`config.mk`:
```
export PLATFORM = sky130hd
export DESIGN_NAME = wbw_adapter
export DESIGN_NICKNAME = d
export VERILOG_FILES = /design/src/rtl/wbw_pkg.sv /design/src/rtl/wbw_lastread.sv /design/src/rtl/wbw_wait_cnt.sv /design/src/rtl/wbw_adapter.sv
export SDC_FILE = /design/constraint.sdc
export NUM_CORES = 1
export LEC_CHECK = 0
export BUFFER_PORTS_ARGS = -buffer_cell sky130_fd_sc_hd__buf_2
export CAP_MARGIN = 10
export CORE_AREA = 2 2 95 88
export DETAILED_ROUTE_END_ITERATION = 10
export DIE_AREA = 0 0 97 90
export PLACE_DENSITY = 0.9
export SLEW_MARGIN = 20
export SYNTH_ARGS = -nofsm -noshare
export SYNTH_HDL_FRONTEND = slang
export SYNTH_SLANG_ARGS = --single-unit
```
`constraint.sdc`:
```
create_clock -name clk -period 2.4 [get_ports clk]
set_clock_uncertainty 0.2 [all_clocks]
set_input_delay 0.48 -clock clk [delete_from_list [all_inputs] [get_ports clk]]
set_output_delay 0.48 -clock clk [all_outputs]
set_load 0.02 [all_outputs]
```
`src/rtl/wbw_pkg.sv`:
```
package wbw_pkg;
  localparam int WORD_W = 16;
  localparam int BYTE_W = 8;

  typedef enum logic [1:0] {
    PH_NONE,
    PH_ODD,
    PH_EVEN,
    PH_WORD
  } phase_e;
endpackage

```
`src/rtl/wbw_lastread.sv`:
```
module wbw_lastread
  import wbw_pkg::*;
(
  input  logic              clk,
  input  logic              rst,
  input  logic              capture,
  input  logic [WORD_W-1:0] cap_word,
  input  logic [WORD_W-1:0] keep,
  input  logic [WORD_W-1:0] new_data,
  output logic [WORD_W-1:0] merged
);
  logic [WORD_W-1:0] held_q;

  always_ff @(posedge clk) begin
    if (rst)          held_q <= '0;
    else if (capture) held_q <= cap_word;
  end

  // keep bit 1 selects the stored bit, 0 the fresh bit
  assign merged = (held_q & keep) | (new_data & ~keep);
endmodule

```
`src/rtl/wbw_wait_cnt.sv`:
```
module wbw_wait_cnt #(
  parameter int CNT_W = 2
) (
  input  logic             clk,
  input  logic             rst,
  input  logic             load,
  input  logic [CNT_W-1:0] load_val,
  input  logic             run,
  output logic             zero
);
  logic [CNT_W-1:0] cnt_q;

  always_ff @(posedge clk) begin
    if (rst)                     cnt_q <= '0;
    else if (load)               cnt_q <= load_val;
    else if (run && cnt_q != '0) cnt_q <= cnt_q - 1'b1;
  end

  assign zero = (cnt_q == '0);
endmodule

```
`src/rtl/wbw_adapter.sv`:
```
module wbw_adapter
  import wbw_pkg::*;
#(
  parameter int ADDR_W    = 12,
  parameter int NUM_SLOTS = 16,
  parameter logic [NUM_SLOTS-1:0] SLOT_WIDE = '0,
  parameter int WAIT8     = 4,   // must be at least 2 (two byte phases)
  parameter int WAIT16    = 1,
  parameter int WAIT_NONE = 4,
  localparam int SLOT_W   = (NUM_SLOTS > 1) ? $clog2(NUM_SLOTS) : 1
) (
  input  logic              clk,
  input  logic              rst,
  input  logic              cpu_req,
  input  logic              cpu_we,
  input  logic [ADDR_W-1:0] cpu_addr,
  input  logic [15:0]       cpu_wdata,
  input  logic [15:0]       cpu_keep,
  input  logic              sel_valid,
  input  logic [SLOT_W-1:0] sel_slot,
  output logic              cpu_ready,
  output logic [15:0]       cpu_rdata,
  output logic              nar_stb,
  output logic              nar_we,
  output logic [ADDR_W:0]   nar_addr,
  output logic [7:0]        nar_wdata,
  input  logic [7:0]        nar_rdata,
  output logic              wide_stb,
  output logic              wide_we,
  output logic [ADDR_W-1:0] wide_addr,
  output logic [15:0]       wide_wdata,
  input  logic [15:0]       wide_rdata
);
  localparam int MAP_N  = 1 << SLOT_W;
  localparam logic [MAP_N-1:0] WIDE_MAP = MAP_N'(SLOT_WIDE);
  localparam int WMAX_A = (WAIT8 > WAIT16) ? WAIT8 : WAIT16;
  localparam int WMAX   = (WMAX_A > WAIT_NONE) ? WMAX_A : WAIT_NONE;
  localparam int CNT_W  = (WMAX > 1) ? $clog2(WMAX) : 1;

  logic              busy_q;
  phase_e            phase_q;
  logic              rd_q, wide_q, blank_q;
  logic [BYTE_W-1:0] lo_q, hi_q, wr_hi_q;
  logic [WORD_W-1:0] wq_q;

  logic              accept, finish, cnt_zero, slot_wide;
  logic [CNT_W-1:0]  wait_load;
  logic [WORD_W-1:0] merged, rd_word;
  logic [BYTE_W-1:0] hi_src, lo_src;
  logic [WORD_W-1:0] wd_src;

  assign accept    = cpu_req && !busy_q;
  assign finish    = busy_q && cnt_zero;
  assign slot_wide = WIDE_MAP[sel_slot];

  always_comb begin
    if (!sel_valid)     wait_load = CNT_W'(WAIT_NONE - 1);
    else if (slot_wide) wait_load = CNT_W'(WAIT16 - 1);
    else                wait_load = CNT_W'(WAIT8 - 1);
  end

  // bypass: a phase may end on the same edge as the access
  always_comb begin
    hi_src = (phase_q == PH_EVEN) ? nar_rdata  : hi_q;
    lo_src = (phase_q == PH_ODD)  ? nar_rdata  : lo_q;
    wd_src = (phase_q == PH_WORD) ? wide_rdata : wq_q;
    if (blank_q)     rd_word = '0;
    else if (wide_q) rd_word = wd_src;
    else             rd_word = {hi_src, lo_src};
  end

  wbw_lastread u_lastread (
    .clk      (clk),
    .rst      (rst),
    .capture  (finish && rd_q),
    .cap_word (rd_word),
    .keep     (cpu_keep),
    .new_data (cpu_wdata),
    .merged   (merged)
  );

  wbw_wait_cnt #(.CNT_W(CNT_W)) u_wait (
    .clk      (clk),
    .rst      (rst),
    .load     (accept),
    .load_val (wait_load),
    .run      (busy_q),
    .zero     (cnt_zero)
  );

  always_ff @(posedge clk) begin
    if (rst) begin
      busy_q     <= 1'b0;
      phase_q    <= PH_NONE;
      rd_q       <= 1'b0;
      wide_q     <= 1'b0;
      blank_q    <= 1'b0;
      lo_q       <= '0;
      hi_q       <= '0;
      wr_hi_q    <= '0;
      wq_q       <= '0;
      cpu_ready  <= 1'b0;
      cpu_rdata  <= '0;
      nar_stb    <= 1'b0;
      nar_we     <= 1'b0;
      nar_addr   <= '0;
      nar_wdata  <= '0;
      wide_stb   <= 1'b0;
      wide_we    <= 1'b0;
      wide_addr  <= '0;
      wide_wdata <= '0;
    end else begin
      cpu_ready <= 1'b0;
      if (accept) begin
        busy_q  <= 1'b1;
        rd_q    <= !cpu_we;
        wide_q  <= sel_valid && slot_wide;
        blank_q <= !sel_valid;
        wr_hi_q <= merged[15:8];
        if (sel_valid && !slot_wide) begin
          nar_stb   <= 1'b1;
          nar_we    <= cpu_we;
          nar_addr  <= {cpu_addr, 1'b1};
          nar_wdata <= merged[7:0];
          phase_q   <= PH_ODD;
        end else if (sel_valid) begin
          wide_stb   <= 1'b1;
          wide_we    <= cpu_we;
          wide_addr  <= cpu_addr;
          wide_wdata <= merged;
          phase_q    <= PH_WORD;
        end else begin
          phase_q <= PH_NONE;
        end
      end else if (busy_q) begin
        unique case (phase_q)
          PH_ODD: begin
            lo_q      <= nar_rdata;
            nar_addr  <= {nar_addr[ADDR_W:1], 1'b0};
            nar_wdata <= wr_hi_q;
            phase_q   <= PH_EVEN;
          end
          PH_EVEN: begin
            hi_q    <= nar_rdata;
            nar_stb <= 1'b0;
            nar_we  <= 1'b0;
            phase_q <= PH_NONE;
          end
          PH_WORD: begin
            wq_q     <= wide_rdata;
            wide_stb <= 1'b0;
            wide_we  <= 1'b0;
            phase_q  <= PH_NONE;
          end
          default: ;
        endcase
        if (cnt_zero) begin
          busy_q    <= 1'b0;
          cpu_ready <= 1'b1;
          if (rd_q) cpu_rdata <= rd_word;
        end
      end
    end
  end
endmodule

```
Yosys cells after proc, flatten, opt, wreduce, memory -nomap -nowiden --
Memories as Yosys holds them, arrays and structs flattened. Cells that the tools add are included.
Cells by class: reduce and logical (&&, ||, !) cells 28, $add $sub $neg 1, bitwise logic cells 7, equality and inequality tests 6, $lt $le $gt $ge 1, mux-type cells 41
Operator list (count):
- $mux W16 | 3
- $mux W8 | 6
- $and A16 B16 Y16 | 2
- $mux W13 | 2
- $mux W1 | 21
- $mux W2 | 8
- $not A16 Y16 | 1
- $or A16 B16 Y16 | 1
- $reduce_bool A2 Y1 | 6
- $reduce_and A3 Y1 | 3
- $reduce_and A4 Y1 | 2
- $logic_and A1 B1 Y1 | 6
- $reduce_and A2 Y1 | 3
- $lt A4 B5 Y1 const B | 1
- $eq A2 B2 Y1 const B | 2
- $logic_not A1 Y1 | 4
- $ne A2 B2 Y1 const B | 2
- $pmux W2 S2 | 1
- $not A1 Y1 | 3
- $reduce_bool A3 Y1 | 1
- $reduce_or A3 Y1 | 1
- $eq A2 B1 Y1 const B | 1
- $logic_not A2 Y1 | 1
- $ne A2 B1 Y1 const B | 1
- other kinds (2) | 2
Storage, ports and cells: input port bits 77, word-level logic and storage cells 107, memories 1, ROM bits 16, register bits after elaboration 134, output and inout port bits 70
Memories:
- (no name shown) | words 16, bits a word 1, rd ports 1, clocked after memory_dff 0, write ports 0, line wbw_adapter.sv:54 | assign slot_wide = WIDE_MAP[sel_slot];

Longest topological paths before layout --
word-level depth 6, gate-level depth with buffers 7, depth with buffers taken out 6

Cells and area by module --
Synthesis repeated with hierarchy kept, for this count alone.
Second synthesis, totals: cells, all modules 438, area total of the unflattened synthesis 3875.0 sq um
Modules (own cells, without submodules):
- wbw_adapter | seq. area each 1421.4 sq um, area an instance 2987.9 sq um, times used 1, cells each 356
- wbw_lastread | seq. area each 320.3 sq um, area an instance 760.7 sq um, times used 1, cells each 68
- wbw_wait_cnt | seq. area each 40.0 sq um, area an instance 126.4 sq um, times used 1, cells each 14

Least setup slack after synthesis --
Ideal clock, no wire load.
kind flip-flop to flip-flop, start reg phase_q[0], end reg u_lastread.held_q[7], period minus slack after synthesis 1.530 ns, setup time 0.134 ns, setup slack 0.870 ns, data required time 2.066 ns, path buffers 2, arrival time 1.196 ns, stages on the path, launching flop included 7, cell sequence dfxtp_1 nor2b_1 buf_4 buf_6 mux2_1 nand2_1 a21oi_1
On the way: longest elaborated chain between the ends 4, elaborated cells between the ends (all ways) 6, those cells by class 2 x eq/ne; 4 x mux
RTL lines:
- start, declared | line wbw_adapter.sv:41 | phase_e phase_q;
- start signal, assigned | line wbw_adapter.sv:94 | phase_q <= PH_NONE;
- start signal, assigned | line wbw_adapter.sv:125 | phase_q <= PH_ODD;
- start signal, assigned | line wbw_adapter.sv:131 | phase_q <= PH_WORD;
- $eq A2 B1 Y1 or $eq A2 B2 Y1 (tied branches) | line wbw_adapter.sv:65, wbw_adapter.sv:66
- $mux W8 or $mux W16 (tied branches)
- $mux W16 (*) | line wbw_adapter.sv:68 | else if (wide_q) rd_word = wd_src;
- $mux W16 (*) | line wbw_adapter.sv:67 | if (blank_q) rd_word = '0;
- end signal, assigned | line wbw_lastread.sv:16 | else if (capture) held_q <= cap_word;
- end, declared | line wbw_lastread.sv:12 | logic [WORD_W-1:0] held_q;
Mark *: on every way between the ends. The rest lies on a longest branch, timed or not. A chain may end at the register's enable or synchronous reset.

Worst setup path after layout --
start reg u_wait.cnt_q[0], end reg cpu_rdata[8]
On the way: longest elaborated chain between the ends 2
RTL lines:
- start, declared | line wbw_wait_cnt.sv:11 | logic [CNT_W-1:0] cnt_q;
- start signal, assigned | line wbw_wait_cnt.sv:15 | else if (load) cnt_q <= load_val;
- start signal, assigned | line wbw_wait_cnt.sv:16 | else if (run && cnt_q != '0) cnt_q <= cnt_q - 1'b1;
- $logic_not A2 Y1 | line wbw_wait_cnt.sv:19 | assign zero = (cnt_q == '0);
- named net cnt_zero | line wbw_adapter.sv:46 | logic accept, finish, cnt_zero, slot_wide;
- $reduce_and A4 Y1 (no line)
- end signal, assigned | line wbw_adapter.sv:160 | if (rd_q) cpu_rdata <= rd_word;
- end, declared | line wbw_adapter.sv:22 | output logic [15:0] cpu_rdata,
The timed path passes the listed nets, and every way through them passes these cells.

==> out/metrics.yaml <==
run_status:
  status: "finished clean"
sta:
  fin_hold_ws_ns: 0.1195
  max_freq_ghz: 0.5765
  rsz0062_at_grt: "no"
  setup_tns_ns: 0
  tightest_slew_ns: 0.5018
  finalCritPeriodShare_pct: 72.28
  min_period_ns: 1.735
  setup_violations: 0
  report.final.slew_viol_count: 0
  max-slew-margin-rel_pct: 66.55
  finalHoldViolCount: 0
layout:
  fillers: 695
  antenna_cells: 0
  multi_input_area_um2: 1679
  fin_nets: 584
  instances_no_fill: 610
  syn_to_final_growth_pct: 17.00
  ff_latch_area_um2: 1782
  drive_gt1_share_pct: 28.96
floorplan:
  fp.dieW_um: 97
  dieArea_um2: 8730
  io_pins: 147
  die_height_um: 90
  rows: 31
  coreArea_um2: 7796
  start_util_pct: 47.97
global_route:
  grt_pass1_vias: 2941
  overflow: 0
  busiest_layer: "met2"
  grt_use_met1_pct: 25.76
  grt_util_met3_pct: 6.843
  grtUsageMet2_pct: 30.73
  grt_pass1_wl_um: 13890
  grtUsageTotal_pct: 19.53
  grt_max_degree: 33
  antenna_found_initial: 1
worst_setup_path:
  crit_chain: "inv_1 -> ha_1 -> nand3_2 -> nor2_4 -> nand2_1 -> a21oi_1"
  cpPeakStageDelay_ns: 0.33
  crit-reg2reg-launch: "u_wait.cnt_q[0]$_SDFFE_PP0P_"
  startpoint_type: "register"
  critPathLaunch: "u_wait.cnt_q[0]$_SDFFE_PP0P_"
  cp_max_fo: 16
  crit_path_end_kind: "register"
  path_class: "register to register"
  rr_worst_depth: 6
  arrival_ns: 1.83
  crit_required_ns: 2.50
  critPathSlowestCell: "dfxtp_1"
routing:
  routed_wl_um: 8511
  num_vias: 3080
  first_iter_violations: 139
  drc: 0
  avgViaCountPerCell: 5.049
  dr.pass1.iters: 4
  antenna_left: 0
  wl_per_cell_um: 13.95
pwr:
  ir_drop_v: 0.0003089
  power-per-cell-area_nw_per_um2: 698.6
  p_leak_nw: 1.917
synth:
  ys_ff_latch: 89
  yosysUniqueCellTypes: 33
  synth_edf_count: 0
  syn-cell-area_um2: 3740
  yosysSeqAreaShare_pct: 47.64
  yosysTopAreaCell: "dfxtp_1"
  ys_top_cells_by_area: "dfxtp_1 48%, a21oi_1 8.6%, nand2_1 8.3%, buf_4 6.2%, mux2_1 4.8%"
  avgSynthCellArea_um2: 9.012
  yosysMostFrequentCell: "dfxtp_1"
  async_reset_ff_share_pct: 0
  yosys.area.top_type_share_pct: 47.64
  yosys_warnings: 0
  synth_common_cells: "89 x dfxtp_1, 83 x nand2_1, 64 x a21oi_1"
  synth_cells: 415
  synth_ff_type: "dfxtp_1"
worst_hold_path:
  whs_path_depth: 2
  hold_path_startpoint: "cpu_we"
  hold_class: "input pin to register"
clock_tree:
  postCtsHoldBufs: 0
  htreeDepth: 3
  cts_resized: 0
  cts_tree: "done"
  numClockSinks: 89
  insertion_delay_ns: 0.35
  cts_made_buffers: 9
  post_cts_buffers: 0
  root_buffer: "clkbuf_8"
  clk_pin_slew_worst_paths_ns: 0.10
  clock_path_buffers: 2
place:
  io_buffers: 98
  place_congestion: 0.7953
  dp.cells: 594
  hpwl_um: 5901
flow_run:
  cap_violations: 0
## routing by layer
metal | part of all wire [%] | routed length (µm)
met1 | 45 | 3822
met2 | 46 | 3954
met3 | 7.2 | 617
met4 | 1.2 | 103
met5 | 0.15 | 13
## stage by stage
step / utilization (%) / cell area [µm²] / power, W / setup slack [ns]
after detailed placement: 53.23 / 4150 / 0.001930 / 0.6238
final: 56.12 / 4375 / 0.003057 / 0.6653
after global placement: 53.23 / 4150 / 0.001915 / 0.6585
after CTS: 56.12 / 4375 / 0.003072 / 0.6818
after floorplan: - / 3841 / 0.001858 / 0.8700
after global routing: 56.12 / 4375 / 0.003183 / 0.5410
## layout by cell type (no fill, tap or decap), drive strengths merged
cell type  instances
inv                5
mux2              16
nand3             18
a22o               8
nand4b             1
nand3b             2
nand2             93
buf              107
conb              28
bufinv             2
a211oi            11
a31oi              1
and2               3
mux2i             17
nor3               1
nor2b              5
a21oi             74
clkbuf            10
dfxtp             89
nor2              17
o21ai              1
ha                 1
clkinv             1
## logic make-up after synthesis
logic type,synth area share (%)
simple gates,17.10
compound gates,15.29
flops,47.64
buf+inv,10.17
mux,9.368
fa+ha+maj,0.3345
other cells,0.1003
## sequential cells by signal (all words and copies together), names as in the netlist, 2 cells and up
name               count
cpu_rdata             16
hi_q                   8
lo_q                   8
nar_addr              13
nar_wdata              8
phase_q                2
u_lastread.held_q     16
u_wait.cnt_q           2
wr_hi_q                8
## critical path, delay by kind of cell, from the launching register on
| kind | cells | cell delay, ns |
|---|---|---|
| AO/OA/AOI/OAI | 1 | 0.17 |
| adder cells (fa/ha/maj) | 1 | 0.24 |
| buffers and inverters | 1 | 0.06 |
| flip-flops | 1 | 0.33 |
| AND/OR/NAND/NOR | 3 | 0.68 |
## where the power goes
part           internal (W)  switching [W]  leakage (nW)
combinational      0.000124       0.000227          1.08
sequential          0.00152      0.0000248         0.722
clock              0.000604       0.000556         0.113
## path summary, 6_finish.rpt
check | end | slack, ns
max reg2reg | cpu_rdata[8]$_SDFFE_PP0P_ | 0.67
min | rd_q$_SDFFE_PP0N_ | 0.12
max | cpu_rdata[8]$_SDFFE_PP0P_ | 0.67
min reg2reg | nar_addr[1]$_SDFFE_PP0P_ | 0.25
## layout make-up
cell class,count,share of cell area (%)
Timing Repair Buffer,107,12.75
Inverter,2,0.1716
Clock inverter,6,2.230
Sequential cell,89,40.72
Tap cell,99,2.831
Clock buffer,10,2.917
Multi-Input combinational cell,297,38.38
(Power assumes the default switching activity.)
